<file path="src/rtl/bank_mapper_pkg.sv">
package bank_mapper_pkg;

  localparam int PAGE_W = 8;
  localparam int SRC_W  = 4;

  typedef enum logic [SRC_W-1:0] {
    SRC_MAIN     = 4'd0,
    SRC_AUX      = 4'd1,
    SRC_IO       = 4'd2,
    SRC_SLOT     = 4'd3,
    SRC_IROM     = 4'd4,
    SRC_ROM      = 4'd5,
    SRC_LO_BASE  = 4'd6,
    SRC_HI_BASE  = 4'd10
  } srcSel_e;

  // region boundaries (inclusive)
  localparam logic [PAGE_W-1:0] ZP_LAST    = 8'h01;
  localparam logic [PAGE_W-1:0] RAM_LAST   = 8'hBF;
  localparam logic [PAGE_W-1:0] TXT_FIRST  = 8'h04;
  localparam logic [PAGE_W-1:0] TXT_LAST   = 8'h07;
  localparam logic [PAGE_W-1:0] GFX_FIRST  = 8'h20;
  localparam logic [PAGE_W-1:0] GFX_LAST   = 8'h3F;
  localparam logic [PAGE_W-1:0] IO_PAGE    = 8'hC0;
  localparam logic [PAGE_W-1:0] SLOT3_PAGE = 8'hC3;
  localparam logic [PAGE_W-1:0] EXP_FIRST  = 8'hC8;
  localparam logic [PAGE_W-1:0] SLOT_LAST  = 8'hCF;
  localparam logic [PAGE_W-1:0] CLO_LAST   = 8'hDF;

  localparam int DIR_N  = 2;  // 0 = read, 1 = write
  localparam int DIR_RD = 0;
  localparam int DIR_WR = 1;

  typedef struct packed {
    logic              zpRam;     // 0x00..0x01
    logic              genRam;    // 0x02..0xBF
    logic              ioPage;    // 0xC0
    logic              slotPage;  // 0xC1..0xCF
    logic              cardLow;   // 0xD0..0xDF
    logic              cardHigh;  // 0xE0..0xFF
    logic [DIR_N-1:0]  useAux;    // per direction, RAM regions
    logic [DIR_N-1:0]  cardOn;    // per direction, card RAM
    logic              intRomRd;  // internal ROM on read of slot area
    logic [1:0]        lowBank;   // {alt, bankB}
    logic              highAlt;   // high card bank set
  } mapStrobes_t;

endpackage

</file>
<file path="src/rtl/bank_mapper_ctrl.sv">
module bank_mapper_ctrl
  import bank_mapper_pkg::*;
(
  input  logic [PAGE_W-1:0] pageNum,
  input  logic              auxRead,
  input  logic              auxWrite,
  input  logic              dispSteer,
  input  logic              dispPage2,
  input  logic              hiResMode,
  input  logic              altLowBank,
  input  logic              intSlotRom,
  input  logic              slot3Card,
  input  logic              expLatch,
  input  logic              cardRead,
  input  logic              cardWrite,
  input  logic              cardBankB,
  output mapStrobes_t       strobes
);

  logic inZp, inGen, inIo, inSlot, inLow, inHigh;
  logic inText, inGfx, steerHit;
  logic slotIntHit;
  logic [DIR_N-1:0] dirAuxFlag;
  logic [DIR_N-1:0] dirCardFlag;

  always_comb begin
    inZp   = (pageNum <= ZP_LAST);
    inGen  = (pageNum > ZP_LAST) && (pageNum <= RAM_LAST);
    inIo   = (pageNum == IO_PAGE);
    inSlot = (pageNum > IO_PAGE) && (pageNum <= SLOT_LAST);
    inLow  = (pageNum > SLOT_LAST) && (pageNum <= CLO_LAST);
    inHigh = (pageNum > CLO_LAST);
    inText = (pageNum >= TXT_FIRST) && (pageNum <= TXT_LAST);
    inGfx  = (pageNum >= GFX_FIRST) && (pageNum <= GFX_LAST);
  end

  // display steering overrides aux flags for both directions
  always_comb steerHit = dispSteer && (inText || (inGfx && hiResMode));

  assign dirAuxFlag  = {auxWrite, auxRead};
  assign dirCardFlag = {cardWrite, cardRead};

  // slot area read source: full internal, or slot 3 / expansion exceptions
  always_comb begin
    if (intSlotRom) begin
      slotIntHit = 1'b1;
    end else begin
      slotIntHit = 1'b0;
      if ((pageNum == SLOT3_PAGE) && !slot3Card) slotIntHit = 1'b1;
      if ((pageNum >= EXP_FIRST) && expLatch)    slotIntHit = 1'b1;
    end
  end

  generate
    for (genvar d = 0; d < DIR_N; d++) begin : g_dir
      always_comb begin
        if (inZp)          strobes.useAux[d] = altLowBank;
        else if (steerHit) strobes.useAux[d] = dispPage2;
        else               strobes.useAux[d] = dirAuxFlag[d];
      end
      assign strobes.cardOn[d] = dirCardFlag[d];
    end
  endgenerate

  assign strobes.zpRam    = inZp;
  assign strobes.genRam   = inGen;
  assign strobes.ioPage   = inIo;
  assign strobes.slotPage = inSlot;
  assign strobes.cardLow  = inLow;
  assign strobes.cardHigh = inHigh;
  assign strobes.intRomRd = slotIntHit;
  assign strobes.lowBank  = {altLowBank, cardBankB};
  assign strobes.highAlt  = altLowBank;

endmodule

</file>
<file path="src/rtl/bank_mapper_dp.sv">
module bank_mapper_dp
  import bank_mapper_pkg::*;
(
  input  mapStrobes_t       strobes,
  output logic [SRC_W-1:0]  readSrc,
  output logic [SRC_W-1:0]  writeSrc
);

  logic [SRC_W-1:0] dirSrc [DIR_N];

  generate
    for (genvar d = 0; d < DIR_N; d++) begin : g_sel
      always_comb begin
        dirSrc[d] = SRC_ROM;
        if (strobes.ioPage) begin
          dirSrc[d] = SRC_IO;
        end else if (strobes.zpRam || strobes.genRam) begin
          dirSrc[d] = strobes.useAux[d] ? SRC_AUX : SRC_MAIN;
        end else if (strobes.slotPage) begin
          if (d == DIR_RD && strobes.intRomRd) dirSrc[d] = SRC_IROM;
          else                                 dirSrc[d] = SRC_SLOT;
        end else if (strobes.cardLow) begin
          if (strobes.cardOn[d])
            dirSrc[d] = SRC_LO_BASE + SRC_W'({strobes.lowBank[1], 1'b0}) + SRC_W'(strobes.lowBank[0]);
          else
            dirSrc[d] = SRC_ROM;
        end else if (strobes.cardHigh) begin
          if (strobes.cardOn[d]) dirSrc[d] = SRC_HI_BASE + SRC_W'(strobes.highAlt);
          else                   dirSrc[d] = SRC_ROM;
        end
      end
    end
  endgenerate

  assign readSrc  = dirSrc[DIR_RD];
  assign writeSrc = dirSrc[DIR_WR];

endmodule

</file>
<file path="src/rtl/bank_mapper.sv">
module bank_mapper
  import bank_mapper_pkg::*;
(
  input  logic [7:0] pageNum,
  input  logic       auxRead,
  input  logic       auxWrite,
  input  logic       dispSteer,
  input  logic       dispPage2,
  input  logic       hiResMode,
  input  logic       altLowBank,
  input  logic       intSlotRom,
  input  logic       slot3Card,
  input  logic       expLatch,
  input  logic       cardRead,
  input  logic       cardWrite,
  input  logic       cardBankB,
  output logic [3:0] readSrc,
  output logic [3:0] writeSrc
);

  mapStrobes_t strobes;

  bank_mapper_ctrl u_ctrl (
    .pageNum   (pageNum),
    .auxRead   (auxRead),
    .auxWrite  (auxWrite),
    .dispSteer (dispSteer),
    .dispPage2 (dispPage2),
    .hiResMode (hiResMode),
    .altLowBank(altLowBank),
    .intSlotRom(intSlotRom),
    .slot3Card (slot3Card),
    .expLatch  (expLatch),
    .cardRead  (cardRead),
    .cardWrite (cardWrite),
    .cardBankB (cardBankB),
    .strobes   (strobes)
  );

  bank_mapper_dp u_dp (
    .strobes (strobes),
    .readSrc (readSrc),
    .writeSrc(writeSrc)
  );

endmodule

</file>
<file path="config.mk">
export PLATFORM = sky130hd
export DESIGN_NAME = bank_mapper
export DESIGN_NICKNAME = d
export VERILOG_FILES = /design/src/rtl/bank_mapper_pkg.sv /design/src/rtl/bank_mapper_ctrl.sv /design/src/rtl/bank_mapper_dp.sv /design/src/rtl/bank_mapper.sv
export SDC_FILE = /design/constraint.sdc
export NUM_CORES = 1
export LEC_CHECK = 0
export BUFFER_PORTS_ARGS = -buffer_cell sky130_fd_sc_hd__buf_2
export CORE_AREA = 2 2 39 41
export DETAILED_ROUTE_END_ITERATION = 8
export DIE_AREA = 0 0 41 43
export GPL_TIMING_DRIVEN = 0
export SYNTH_ARGS = -nofsm -noshare
export SYNTH_HDL_FRONTEND = slang
export SYNTH_HIERARCHICAL = 1
export SYNTH_SLANG_ARGS = --single-unit
</file>
<file path="constraint.sdc">
create_clock -name vclk -period 9.1
set_input_delay 2.73 -clock vclk [all_inputs]
set_output_delay 2.73 -clock vclk [all_outputs]
set_load 0.01 [all_outputs]
</file>
==> metrics.md <==
| Metric | Value |
|---|---|
| Status | completed |
| FILL cells | 148 |
| WP data arrival | ~4.3 ns |
| Sequential Power Share | 0 |
| Pin count of the biggest net entering global routing | 8 |
| Initial antenna violation count | 0 |
| Cell Pwr Density | 33.8 nW/um2 |
| Pre-CTS setup slack | around 2 ns |
| Core Area | 1380 um2 |
| Post-cts sizing count | 0 |
| Area Overhead vs Synth | 33.5% |
| Endpoints failing hold | 0 |
| WP buf/inv | 3 |
| CLK BUF | 0 |
| CP top delay family | simple AND/OR/NAND/NOR gates |
| Leading area contributor after synthesis | buf_4 |
| P_leak | between 0.0002 and 0.0003 uW |
| Hold buffer count at CTS | 0 |
| Crit-path most repeated cell | buf_2 |
| Post-route setup slack | approximately 2 ns |
| Largest vdd supply drop | between 0.01 and 0.015 mV |
| Slew margin rel. | 0.765 |
| Port bufs | 25 |
| Row Count | 14 |
| Count of flip-flops and latches | 0 |
| Vias in the first global route | 466 |
| CP max FO | 7 |
| Remaining DRCs | 0 |
| Worst-path cell chain | buf_2 -> nor3_2 -> and3_2 -> a21oi_1 -> buf_4 -> or2_1 -> nor4_1 -> and2_1 -> buf_2 |
| Die Ht | around 43 um |
| Hold Path Class | input pin to output pin |
| Total number of vias | between 500 and 600 |
| Final Cycle Share | 0.777 |
| Internal power | 10.3 uW |
| Max Clock Freq | 0.141 GHz |
| Routed Antenna Nets | 0 |
| Crit path kind | input pin to output pin |
| Post-Syn Nets | between 80 and 90 |
| Synth unique cells | 29 |
| Initial Utilization | 0.313 |
| Switching power | slightly above 9 uW |
| Setup bufs post-CTS | 0 |
| Final wirelength | around 1000 um |
| I/O pins | 28 |
| DR iter-0 viols | 1 |
| GP Congestion | 0.757 |
| Wire per inst | 9.50 um |
| Synthesized area | between 400 and 500 um2 |
| Mapped Cells | 64 |
| Critical path startpoint category | input pin |
| DIE AREA | 1760 um2 |
| Synth top area cells | buf_4, nor2_1, a21oi_1, a221o_1, mux2i_1 |
| Post-synth top cells | buf_4, nor2_1, nand2_1 |
| Vias/cell | 4.79 |
| CP peak stage delay | 0.29 ns |
| Critical Path End Type | output pin |
| Max Cap Viol | 0 |
| Comb pwr share | 1.000 |
| Min Tclk post-route | 7.07 ns |
| Slew @ Worst Pin | 0.352 ns |
| Clock network power share | 0 |
| Slew Limit Fails | 0 |
| Synth top area share | 0.208 |
| Tot GR Track Use | 0.136 |
| HPWL Detailed | 922 um |
| Final setup viols | 0 |
| First-pass GRT wire length | about 1.8 mm |
| Global route total overflow | 0 |
| Count leader, synth | buf_4 |
| CP max-delay cell | nor4_1 |
| Nets | 111 |
| # diodes | 0 |
| RSZ-0062 raised after global routing | false |
| Register area | 0 um2 |
| Layout cells sized above 1 | 0.483 |
| Post-Syn Area per Cell | about 6.8 um2 |
| Initial DRT Pass Iterations | 4 |
| Die X | about 41 um |
| Net Sw Frac | 0.471 |
| Post-synthesis sequential area ratio | 0 |
| Total negative slack | 0 ns |
| Warnings from Yosys | 6 |
| Critical Path RT | 6.37 ns |
[layout by cell type, fill, tap and decap left out, drive strengths merged]
master	netlist	routed
nor3	2	2
and2	3	3
or2b	1	1
a2111oi	1	1
o21bai	2	2
inv	4	4
o211ai	1	1
and3	2	2
nand2b	1	1
nand2	5	5
a21oi	4	4
nor4	3	3
nor2b	3	3
buf	12	37
a311oi	1	1
a41oi	1	1
a221o	2	2
nor3b	1	1
o221ai	1	1
nor2	6	6
o22ai	1	1
mux2i	2	2
o21ba	1	1
or2	1	1
a21o	1	1
nor4b	2	2
[cell families after synthesis]
family | synth area share
AO/OA/AOI/OAI | 0.295
buffers and inverters | 0.243
multiplexers | 0.0462
AND/OR/NAND/NOR | 0.416
[power groups by stage]
stage / combinational (uW) / clock, uW / sequential (uW)
4_1_cts: 19.9 / 0 / 0
3_5_place_dp: 19.8 / 0 / 0
6_report: 19.6 / 0 / 0
5_1_grt: 22.0 / 0 / 0
3_3_place_gp: 19.5 / 0 / 0
2_1_floorplan: 11.9 / 0 / 0
[per-layer routing]
metal,vias to the layer above,GRT usage,part of all wire
li1,275,-,-
met1,224,0.190,0.44
met2,4,0.238,0.54
met3,0,0,0.019
met4,0,0,0
met5,-,0,0
[cell type report]
type	count	area [um2]	area share
well taps	16	20.0	0.0346
repair buffers	25	125	0.216
plain buffers	12	90.1	0.156
multi-input cells	48	328	0.567
inverters	4	15.0	0.0260
[through the flow]
stage                     utilization  total power [uW]  hold WS, ns  instance area, um2  instances
after floorplan                     -              11.9         5.63                 433         64
after detailed placement        0.418              19.8         5.75                 578        105
after global routing            0.418              22.0         5.77                 578        105
after global placement          0.418              19.5         5.75                 578        105
after CTS                       0.418              19.9         5.75                 578        105
final                           0.418              19.6         5.75                 578        105
[worst paths after layout]
kind       start           to  depth (start not counted)
max   pageNum[5]  writeSrc[3]                          9
min    cardWrite  writeSrc[2]                          3
Note: power is estimated with default switching activity, not from simulation.
